===== config.mk =====
export PLATFORM = sky130hd
export DESIGN_NAME = cam_capture_gate
export DESIGN_NICKNAME = d
export VERILOG_FILES = /design/src/rtl/capgate_pkg.sv /design/src/rtl/cg_req_sync.sv /design/src/rtl/cg_sensor_sample.sv /design/src/rtl/cg_capture_fsm.sv /design/src/rtl/cam_capture_gate.sv
export SDC_FILE = /design/constraint.sdc
export NUM_CORES = 1
export LEC_CHECK = 0
export BUFFER_PORTS_ARGS = -buffer_cell sky130_fd_sc_hd__buf_2
export CORE_MARGIN = 5
export CORE_UTILIZATION = 46
export DETAILED_ROUTE_END_ITERATION = 8
export PLACE_DENSITY = 0.7
export SYNTH_ARGS = -nofsm -noshare
export SYNTH_HDL_FRONTEND = slang
export SYNTH_HIERARCHICAL = 1
export SYNTH_SLANG_ARGS = --single-unit

===== constraint.sdc =====
create_clock -name clk -period 1.7 [get_ports clk]
set_clock_uncertainty 0.15 [all_clocks]
set_input_delay 0.51 -clock clk [delete_from_list [all_inputs] [get_ports clk]]
set_output_delay 0.51 -clock clk [all_outputs]
set_load 0.02 [all_outputs]

===== src/rtl/capgate_pkg.sv =====
package capgate_pkg;

    typedef enum logic [1:0] {
        CG_IDLE = 2'd0,
        CG_PEND = 2'd1,
        CG_CAPT = 2'd2
    } cg_state_e;

    typedef struct packed {
        logic frame;
        logic line;
        logic rise;
    } sns_flags_t;

    function automatic cg_state_e cg_next(input cg_state_e cur, input logic req,
                                          input sns_flags_t f);
        cg_state_e nx;
        nx = cur;
        case (cur)
            CG_IDLE: if (req)      nx = CG_PEND;
            CG_PEND: if (f.rise)   nx = CG_CAPT;
            CG_CAPT: if (!f.frame) nx = CG_IDLE;
            default: nx = CG_IDLE;
        endcase
        return nx;
    endfunction

endpackage


===== src/rtl/cg_req_sync.sv =====
module cg_req_sync #(
    parameter int STAGES = 2
) (
    input  logic clk,
    input  logic rst,
    input  logic req_async,
    output logic req_pulse
);
    logic [STAGES-1:0] chain;
    logic              last;

    always_ff @(posedge clk) begin
        if (rst) begin
            chain <= '0;
            last  <= 1'b0;
        end else begin
            chain <= {chain[STAGES-2:0], req_async};
            last  <= chain[STAGES-1];
        end
    end

    assign req_pulse = chain[STAGES-1] & ~last;

    // a held request yields a single pulse
    assert_one_pulse_R8: assert property (@(posedge clk) disable iff (rst)
        req_pulse |=> !req_pulse);

endmodule


===== src/rtl/cg_sensor_sample.sv =====
module cg_sensor_sample
    import capgate_pkg::*;
#(
    parameter int DW = 8
) (
    input  logic          clk,
    input  logic          rst,
    input  logic          frame_in,
    input  logic          line_in,
    input  logic [DW-1:0] data_in,
    output sns_flags_t    flags,
    output logic [DW-1:0] data_q
);
    logic f_q, f_prev, l_q;

    always_ff @(posedge clk) begin
        if (rst) begin
            f_q    <= 1'b0;
            f_prev <= 1'b0;
            l_q    <= 1'b0;
            data_q <= '0;
        end else begin
            f_q    <= frame_in;
            f_prev <= f_q;
            l_q    <= line_in;
            data_q <= data_in;
        end
    end

    always_comb begin
        flags.frame = f_q;
        flags.line  = l_q;
        flags.rise  = f_q & ~f_prev;
    end

endmodule


===== src/rtl/cg_capture_fsm.sv =====
module cg_capture_fsm
    import capgate_pkg::*;
(
    input  logic       clk,
    input  logic       rst,
    input  logic       req_pulse,
    input  sns_flags_t flags,
    output logic       active,
    output logic       start,
    output logic       finish
);
    cg_state_e st;

    always_ff @(posedge clk) begin
        if (rst) st <= CG_IDLE;
        else     st <= cg_next(st, req_pulse, flags);
    end

    always_comb begin
        start  = (st == CG_PEND) && flags.rise;
        active = start || ((st == CG_CAPT) && flags.frame);
        finish = (st == CG_CAPT) && !flags.frame;
    end

endmodule


===== src/rtl/cam_capture_gate.sv =====
module cam_capture_gate
    import capgate_pkg::*;
#(
    parameter int DW        = 8,
    parameter int CW        = 16,
    parameter int SYNC_STGS = 2
) (
    input  logic          clk,
    input  logic          rst,
    input  logic          cap_req,
    input  logic          frame_in,
    input  logic          line_in,
    input  logic [DW-1:0] data_in,
    output logic          fifo_wr,
    output logic          fifo_sel,
    output logic [DW-1:0] fifo_data,
    output logic          fifo_rd,
    output logic          fifo_oe,
    output logic          done,
    output logic [CW-1:0] pix_count
);
    logic          req_pulse;
    sns_flags_t    flags;
    logic [DW-1:0] data_q;
    logic          active, start, finish;

    cg_req_sync #(.STAGES(SYNC_STGS)) u_sync (
        .clk(clk), .rst(rst), .req_async(cap_req), .req_pulse(req_pulse)
    );

    cg_sensor_sample #(.DW(DW)) u_samp (
        .clk(clk), .rst(rst), .frame_in(frame_in), .line_in(line_in),
        .data_in(data_in), .flags(flags), .data_q(data_q)
    );

    cg_capture_fsm u_fsm (
        .clk(clk), .rst(rst), .req_pulse(req_pulse), .flags(flags),
        .active(active), .start(start), .finish(finish)
    );

    always_ff @(posedge clk) begin
        if (rst) begin
            fifo_wr   <= 1'b0;
            fifo_sel  <= 1'b1;
            fifo_data <= '0;
            done      <= 1'b0;
            pix_count <= '0;
        end else begin
            fifo_wr   <= flags.line;
            fifo_sel  <= ~active;
            fifo_data <= data_q;
            done      <= finish;
            if (start)
                pix_count <= flags.line ? CW'(1) : '0;
            else if (active && flags.line)
                pix_count <= pix_count + CW'(1);
        end
    end

    assign fifo_rd = 1'b0;
    assign fifo_oe = 1'b0;

    // the end flag coincides with the sink select
    assert_done_sel_R6: assert property (@(posedge clk) disable iff (rst)
        done |-> fifo_sel);

    // the end flag lasts one cycle
    assert_done_single_R6: assert property (@(posedge clk) disable iff (rst)
        done |=> !done);

    // the data destination is selected only after a frame rising edge
    assert_arm_rise_R4: assert property (@(posedge clk) disable iff (rst)
        (!fifo_sel && $past(fifo_sel)) |-> $past(flags.rise));

    // each write inside a capture advances the count by one
    assert_count_step_R7: assert property (@(posedge clk) disable iff (rst)
        (fifo_wr && !fifo_sel && $past(!fifo_sel)) |-> pix_count == CW'($past(pix_count) + CW'(1)));

endmodule


# After elaboration in Yosys (flattened, before gate mapping)
# Index checks and enable logic that the tools add are counted.
# word_totals
latchBits	0
n_memories	0
rom_bits	0
ramBits	0
ff_bits	43
out_inout_bits	29
# op_classes
n_shift	0
addsub	1
div	0
mul	0
magnitude_cmp	0
n_mux	7
n_eq_ne	5
bitwise	5
n_reduce_logical	9
# op_table
operator	count
$mux W16	2
$add A16 B1 Y16 const B	1
$mux W2	3
$pmux W2 S3	1
$logic_and A1 B1 Y1	4
$ne A2 B2 Y1 const B	2
$not A1 Y1	3
$reduce_and A3 Y1	1
$and A1 B1 Y1	2
$eq A2 B1 Y1 const B	1
$eq A2 B2 Y1 const B	1
$logic_not A2 Y1	1
$ne A2 B1 Y1 const B	1
$reduce_bool A2 Y1	1
$logic_not A1 Y1	1
$logic_or A1 B1 Y1	1
$mux W1	1

# Depth between registers and ports, before layout
# Gate-level depths: netlist (run 1).
# logic_depth
depth_word	7
mapped_depth	7

# Modules after synthesis
# The synthesis (run 1) kept the hierarchy.
# by_module_without_submodules
mod	area_per_inst_um2	seq_area_each_um2	cells_per_inst	instances
cam_capture_gate	1061.0	540.5	108	1
cg_sensor_sample	359.1	220.2	26	1
cg_capture_fsm	101.3	40.0	11	1
cg_req_sync	87.6	60.1	7	1

# Least setup slack after synthesis (run 1)
# OpenSTA, ideal clock, no wires.
# synth_path
path_type	reg2reg
from	register u_samp.f_q
to	register pix_count[15]
t_required_ns	1.427
t_arrival_ns	1.613
setup_ns	0.123
n_path_buf	0
stages_incl_launch_ff	8
setup_slack_ns	-0.186
period_less_slack_ns	1.886
cell_sequence	dfxtp_1 -> nor2b_1 -> nand3b_1 -> nand2_1 -> and4_4 -> and4_4 -> nand4_1 -> mux2_1
# synth_lines
element	line_no	rtl
start: declaration	cg_sensor_sample.sv:14	logic f_q, f_prev, l_q;
start signal: assignment	cg_sensor_sample.sv:23	f_q <= frame_in;
end signal: assignment	cam_capture_gate.sv:54	pix_count <= flags.line ? CW'(1) : '0;
end signal: assignment	cam_capture_gate.sv:56	pix_count <= pix_count + CW'(1);
end: declaration	cam_capture_gate.sv:20	output logic [CW-1:0] pix_count

==> flow_summary_export.csv, run 1 <==
group,metric,value,unit
synth,synth.distinct_cells,31,
drt,viasPerCell,4.80,
drt,drtPass1Iterations,4,
worst_setup_path,cp.required,1810,ps
layout,nets,232,
timing,finalMaxSlewViolations,0,
clocking,insertion_delay,360,ps
pwr,peakVddDrop,0.719,mV
die,die_w,69.1,microns
synth,synthXorXnorAreaFrac,5.44,%
hold_path,min_path_type,"in -> reg",
outcome,violations,"setup timing",
global_route,grt_pass1_vias,1322,
synth,syn_area,0.00161,sq mm
worst_setup_path,critPathKind,"reg -> reg",
global_route,track_usage,15.0,%
layout,diodes,0,
drt,vias,1271,
timing,period_share,109,%
placed_design,post_dp_cell_area,0.00197,sq mm
synth,synthSimpleGateAreaFrac,30.7,%
timing,finalHoldViolCount,0,
synth,synth_top_family_by_area,"simple AND/OR/NAND/NOR gates",
clocking,cts_buffers,5,
worst_setup_path,arrival,1960,ps
die,rows,21,
timing,fmax,0.540,GHz
drt,first_iter_violations,69,
synth,syn_area_per_cell,10.6,sq um
worst_setup_path,startpoint_type,"flip-flop",
clocking,ctsHoldBuffers,0,
clocking,clockBufferDepth,2,
flow_run,maxCapViolCount,0,
worst_setup_path,cp_max_fo,2,
timing,period_minus_slack,1850,ps
layout,finish.utilization,67.0,%
global_route,grt_pass1_wl,5710,microns
clocking,cts_tree,"done",
global_route,grt_max_degree,29,
die,start_util,47.8,%
synth,synth_compound_area_share,4.20,%
die,io_pins,42,
die,die_y,69.1,microns
worst_setup_path,end_kind,"flip-flop",
synth,synth.area.mux_share,0.700,%
layout,stdcell_area,0.00225,sq mm
timing,report.final.setup_viol,12,
pwr,powerDensity,804,mW/mm^2
placed_design,portBuffers,39,
clocking,cts.sinks,43,
synth,ys_seq_elements,43,
synth,synth_cells,152,
placed_design,hpwl,2420,microns
global_route,grt_antenna_before_repair,0,
layout,seqCellArea,871,sq um
clocking,root_buffer,"clkbuf_4",
die,fp.coreArea,0.00336,sq mm
layout,fillCellCount,297,
synth,synth-adder-area-share,0.778,%
die,dieArea,0.00478,sq mm
outcome,status,"complete, but fails checks",
pwr,p_leak,1.04,nW
clocking,htree_levels,2,
global_route,grt-ovfl-total,0,
drt,drc_errors,0,
synth,ys_seq_area_share,53.5,%
layout,layout-drive-gt1-share,53.9,%
drt,ant_nets,0,
drt,wl,3650,microns
layout,multi_input_area,761,sq um
placed_design,place_congestion,0.797,
timing,rsz0062_at_grt,"yes",
drt,wl_per_cell,13.8,microns
clocking,clk_pin_slew,120,ps
layout,syn2layout_area_growth,40.0,%
timing,layout_setup_ws,-150,ps
synth,yosysWarningCount,6,
## worst max-delay path: stages (launching register included)
cell	delay, ps
dfxtp_2	350
nor2b_4	150
nand3b_1	120
nand2_2	90
and4_4	220
and4_4	220
nand4_1	130
mux2_4	330
## state kept, by name (all words and copies together), names as in the netlist
signal         cells
u_samp/f_prev      1
pix_count         16
u_fsm/st           2
u_sync/chain       2
u_samp/data_q      8
fifo_wr            1
fifo_sel           1
u_samp/f_q         1
done               1
u_sync/last        1
u_samp/l_q         1
fifo_data          8
## kinds of logic after synthesis
group	Yosys count
and+or+nand+nor	74
AOI/OAI and AO/OA	11
xor gates and xnor gates	10
DFF	43
buffers and inverters	11
adders and majority gates	1
other	1
muxes	1
## report_power, final
part           internal (mW)  switching, mW  total, mW
Combinational         0.0675         0.0614      0.129
Sequential              1.03        0.00860       1.04
Clock                  0.309          0.330      0.639
## metrics by stage
step           cells  setup TNS [ps]  total power [mW]  hold WS [ps]  setup slack, ps
6_report         265            -751              1.81           202             -150
5_1_grt          265           -1920              1.89           179             -232
4_1_cts          262            -663              1.81           192             -149
3_5_place_dp     248            -378              1.17           277             -173
3_3_place_gp     248           -82.1              1.17           267            -65.8
2_1_floorplan    153            -184              1.14           264             -135
## layout by cell type, fill, tap and decap left out, types with 3 or more instances in the layout
cell | synthesis | final
nand3b_1 | 4 | 4
clkbuf_4 | 0 | 5
o21ai_1 | 0 | 3
buf_4 | 4 | 21
a21oi_1 | 6 | 3
nand4_1 | 5 | 5
a21oi_2 | 0 | 3
dfxtp_2 | 0 | 8
nor2b_2 | 9 | 9
buf_2 | 0 | 36
xor2_1 | 10 | 8
nor2b_4 | 2 | 3
nor2_1 | 12 | 11
buf_6 | 2 | 8
nor2b_1 | 15 | 14
nand2_1 | 7 | 4
and4_4 | 3 | 3
dfxtp_1 | 43 | 35
## area by class of cell
type,instances,share of cell area [%]
clock inverter,3,1.94
clock buffer,5,1.67
sequential,43,38.6
inverter,2,0.444
multi-input combinational,99,33.8
tap,46,2.55
timing repair buffer,67,21.0
## path summary, 6_finish.rpt
| kind | startpoint | to | slack (ps) | cells after the start |
|---|---|---|---|---|
| hold reg to reg | u_samp/data_q[1] | fifo_data[1] | 310 | 1 |
| setup / recovery | u_samp/f_q | pix_count[15] | -150 | 7 |
| setup reg to reg | u_samp/f_q | pix_count[15] | -150 | 7 |
| hold / removal | cap_req | u_sync/chain[0] | 200 | 2 |
## metal layers
metal	up-vias	GRT usage, %	part of all wire [%]
met5	-	0	0
met4	0	6.51	2.2
met3	8	5.81	5.4
met2	38	27.5	54
met1	601	14.9	38
li1	624	-	-
## synthesized netlist by cell type
master	n	area, sq um
buf_6	2	22.5
and4_1	2	17.5
nand2_1	7	26.3
conb_1	1	3.75
or2_2	1	6.26
nand3b_1	4	30.0
nor2b_2	9	78.8
and2b_2	1	8.76
a211oi_2	1	12.5
nand3_1	4	20.0
a21oi_1	6	30.0
nor2b_4	2	27.5
nand2b_1	1	6.26
mux2_1	1	11.3
nand4_1	5	31.3
or2b_1	2	15.0
nor3b_1	1	7.51
nand4_4	1	21.3
dfxtp_1	43	861
a21bo_2	1	10.0
or3_1	2	12.5
inv_1	2	7.51
clkbuf_1	3	11.3
xor2_1	10	87.6
nor2_1	12	45.0
and4_4	3	33.8
o21ai_0	3	15.0
buf_4	4	30.0
nor2b_1	15	93.8
ha_1	1	12.5
and2_1	2	12.5
## what timing repair did
item                                    CTS  global route
pin swaps                                 8            10
hold endpoints to repair                  0             0
endpoints found under the setup margin    8            20
cloned                                    0             1
resized for setup                         8            30
setup buffers                             6             3
No activity file was read; power rests on OpenSTA's default activity.
==> inputs of run 2 (changes only) <==
--- a/config.mk
+++ b/config.mk
@@ -8,8 +8,10 @@
 export BUFFER_PORTS_ARGS = -buffer_cell sky130_fd_sc_hd__buf_2
 export CORE_MARGIN = 5
 export CORE_UTILIZATION = 46
+export CTS_CLUSTER_DIAMETER = 80
 export DETAILED_ROUTE_END_ITERATION = 8
 export PLACE_DENSITY = 0.7
+export RECOVER_POWER = 100
 export SYNTH_ARGS = -nofsm -noshare
 export SYNTH_HDL_FRONTEND = slang
 export SYNTH_HIERARCHICAL = 1
==> run 2 against run 1 <==
Effect of this change:
- the flow still finishes with violations (setup timing)
- clock power barely moved
- via count fell by 0.47%
- fmax fell by 0.17%
- global-route usage did not move
- final cell count did not move
- flip-flop and latch count did not move
- core utilization fell by 0.48 points
- die area did not move
- combinational power barely moved
- largest power group unchanged
==> flow_summary_export.csv, run 2 (synthesized netlist as in run 1, its figures left out) <==
group,metric,value,unit
die,start_util,47.8,%
die,fp.coreArea,0.00336,sq mm
clocking,clockBufferDepth,2,
worst_setup_path,end_kind,"flip-flop",
worst_setup_path,arrival,1960,ps
layout,layout_commonest_cell,"dfxtp_1",
timing,fin_setup_tns,-782,ps
clocking,htree_levels,2,
layout,top_register,"pix_count",
clocking,ctsHoldBuffers,0,
global_route,track_usage,15.0,%
worst_setup_path,r2r_end,"pix_count[15]",
clocking,clk_pin_slew,130,ps
placed_design,post_dp_cell_area,0.00197,sq mm
global_route,grt_pass1_vias,1322,
drt,first_iter_violations,75,
drt,wl_per_cell,13.7,microns
placed_design,hpwl,2420,microns
timing,rsz0062_at_grt,"yes",
outcome,status,"complete, but fails checks",
placed_design,place_congestion,0.797,
drt,vias,1265,
drt,ant_nets,0,
die,io_pins,42,
worst_setup_path,crit_path_max_incr_delay,350,ps
layout,layout_common_cells,"35 x dfxtp_1, 29 x buf_2, 20 x buf_4",
placed_design,portBuffers,39,
timing,period_share,109,%
worst_setup_path,critPathSlowestCell,"dfxtp_2",
hold_path,min_path_type,"in -> reg",
clocking,cts_tree,"done",
worst_setup_path,r2r_cells,7,
worst_setup_path,startpoint_type,"flip-flop",
layout,diodes,0,
layout,top_regs,"pix_count x16, fifo_data x8, u_samp/data_q x8",
hold_path,hold-path-cell-count,2,
layout,syn2layout_area_growth,39.0,%
layout,finish.utilization,66.5,%
timing,fmax,0.539,GHz
drt,drtPass1Iterations,4,
pwr,peakVddDrop,0.719,mV
die,die_y,69.1,microns
flow_run,maxCapViolCount,0,
layout,fillCellCount,302,
pwr,p_leak,1.01,nW
timing,layout_setup_ws,-154,ps
worst_setup_path,cp_max_fo,2,
layout,largest_reg_flops,16,
timing,period_minus_slack,1850,ps
global_route,grt_antenna_before_repair,0,
worst_setup_path,r2r-start,"u_samp/f_q",
worst_setup_path,crit_top_cell,"and4_4",
hold_path,worstHoldStart,"cap_req",
layout,nets,232,
timing,finalMaxSlewViolations,0,
worst_setup_path,cp.required,1810,ps
die,rows,21,
worst_setup_path,critPathKind,"reg -> reg",
worst_setup_path,r2r_slack,-150,ps
outcome,violations,"setup timing",
clocking,cts_buffers,5,
layout,layout-drive-gt1-share,50.2,%
clocking,insertion_delay,360,ps
hold_path,whs_endpoint,"u_sync/chain[0]",
worst_setup_path,path_cells,"nor2b_4, nand3b_1, nand2_2, and4_4, and4_4, nand4_1, mux2_4",
die,die_w,69.1,microns
global_route,grt_pass1_wl,5710,microns
drt,wl,3640,microns
die,dieArea,0.00478,sq mm
pwr,powerDensity,808,mW/mm^2
timing,max_slew_margin,56.4,%
drt,drc_errors,0,
clocking,cts.sinks,43,
timing,finalHoldViolCount,0,
global_route,grt-ovfl-total,0,
clocking,root_buffer,"clkbuf_4",
global_route,grt_max_degree,29,
timing,worst_pin_slew,654,ps
timing,report.final.setup_viol,12,
layout,stdcell_area,0.00224,sq mm
drt,viasPerCell,4.77,
## run 2: layout make-up
class / count / area (sq um) / area share (%)
clock buffer: 5 / 37.5 / 1.68
clock inverter: 3 / 43.8 / 1.96
inverter: 2 / 10.0 / 0.447
multi-input combinational: 99 / 756 / 33.8
sequential: 43 / 871 / 38.9
tap: 46 / 57.6 / 2.57
timing repair buffer: 67 / 462 / 20.6
## run 2: per-layer routing
metal / vias to the layer above / GRT usage (%) / part of all wire, % / routed length, microns
met3: 8 / 5.81 / 5.4 / 198
met4: 0 / 6.51 / 2.2 / 81
met1: 597 / 14.9 / 38 / 1380
met5: - / 0 / 0 / 0
met2: 36 / 27.5 / 55 / 1990
li1: 624 / - / - / -
## run 2: worst max-delay path by stage
stage / depth (start not counted) / endpoint / startpoint
6_report: 7 / pix_count[15] / u_samp/f_q
5_1_grt: 7 / pix_count[15] / u_samp/f_q
4_1_cts: 7 / pix_count[15] / u_samp/f_q
3_5_place_dp: 7 / pix_count[15] / u_samp/f_q
3_3_place_gp: 7 / pix_count[15] / u_samp/f_q
2_1_floorplan: 7 / pix_count[15] / u_samp/f_q
## run 2: where the power goes
| group | internal, mW | total [mW] | switching, mW |
|---|---|---|---|
| Clock | 0.309 | 0.639 | 0.330 |
| Combinational | 0.0649 | 0.126 | 0.0608 |
| Sequential | 1.03 | 1.04 | 0.00873 |
| Total | 1.41 | 1.81 | 0.400 |
## run 2: metrics by stage
step           power, mW  hold slack [ps]  worst slack [ps]  std cells
2_1_floorplan       1.14              264              -135        153
3_3_place_gp        1.17              267             -65.8        248
3_5_place_dp        1.17              277              -173        248
4_1_cts             1.81              192              -149        262
5_1_grt             1.89              179              -232        265
6_report            1.81              200              -154        265
## run 2: critical path, delay by kind of cell, from the launching register on
kind / cells / cell delay [ps]
multiplexers: 1 / 330
AND/OR/NAND/NOR: 6 / 930
flip-flops: 1 / 350
## run 2: repair_timing
action                                  in CTS  in global routing
endpoints found under the setup margin       8                 20
gates resized for setup                      8                 30
buffers inserted                             6                  3
gates cloned                                 0                  1
pin swaps                                    8                 10
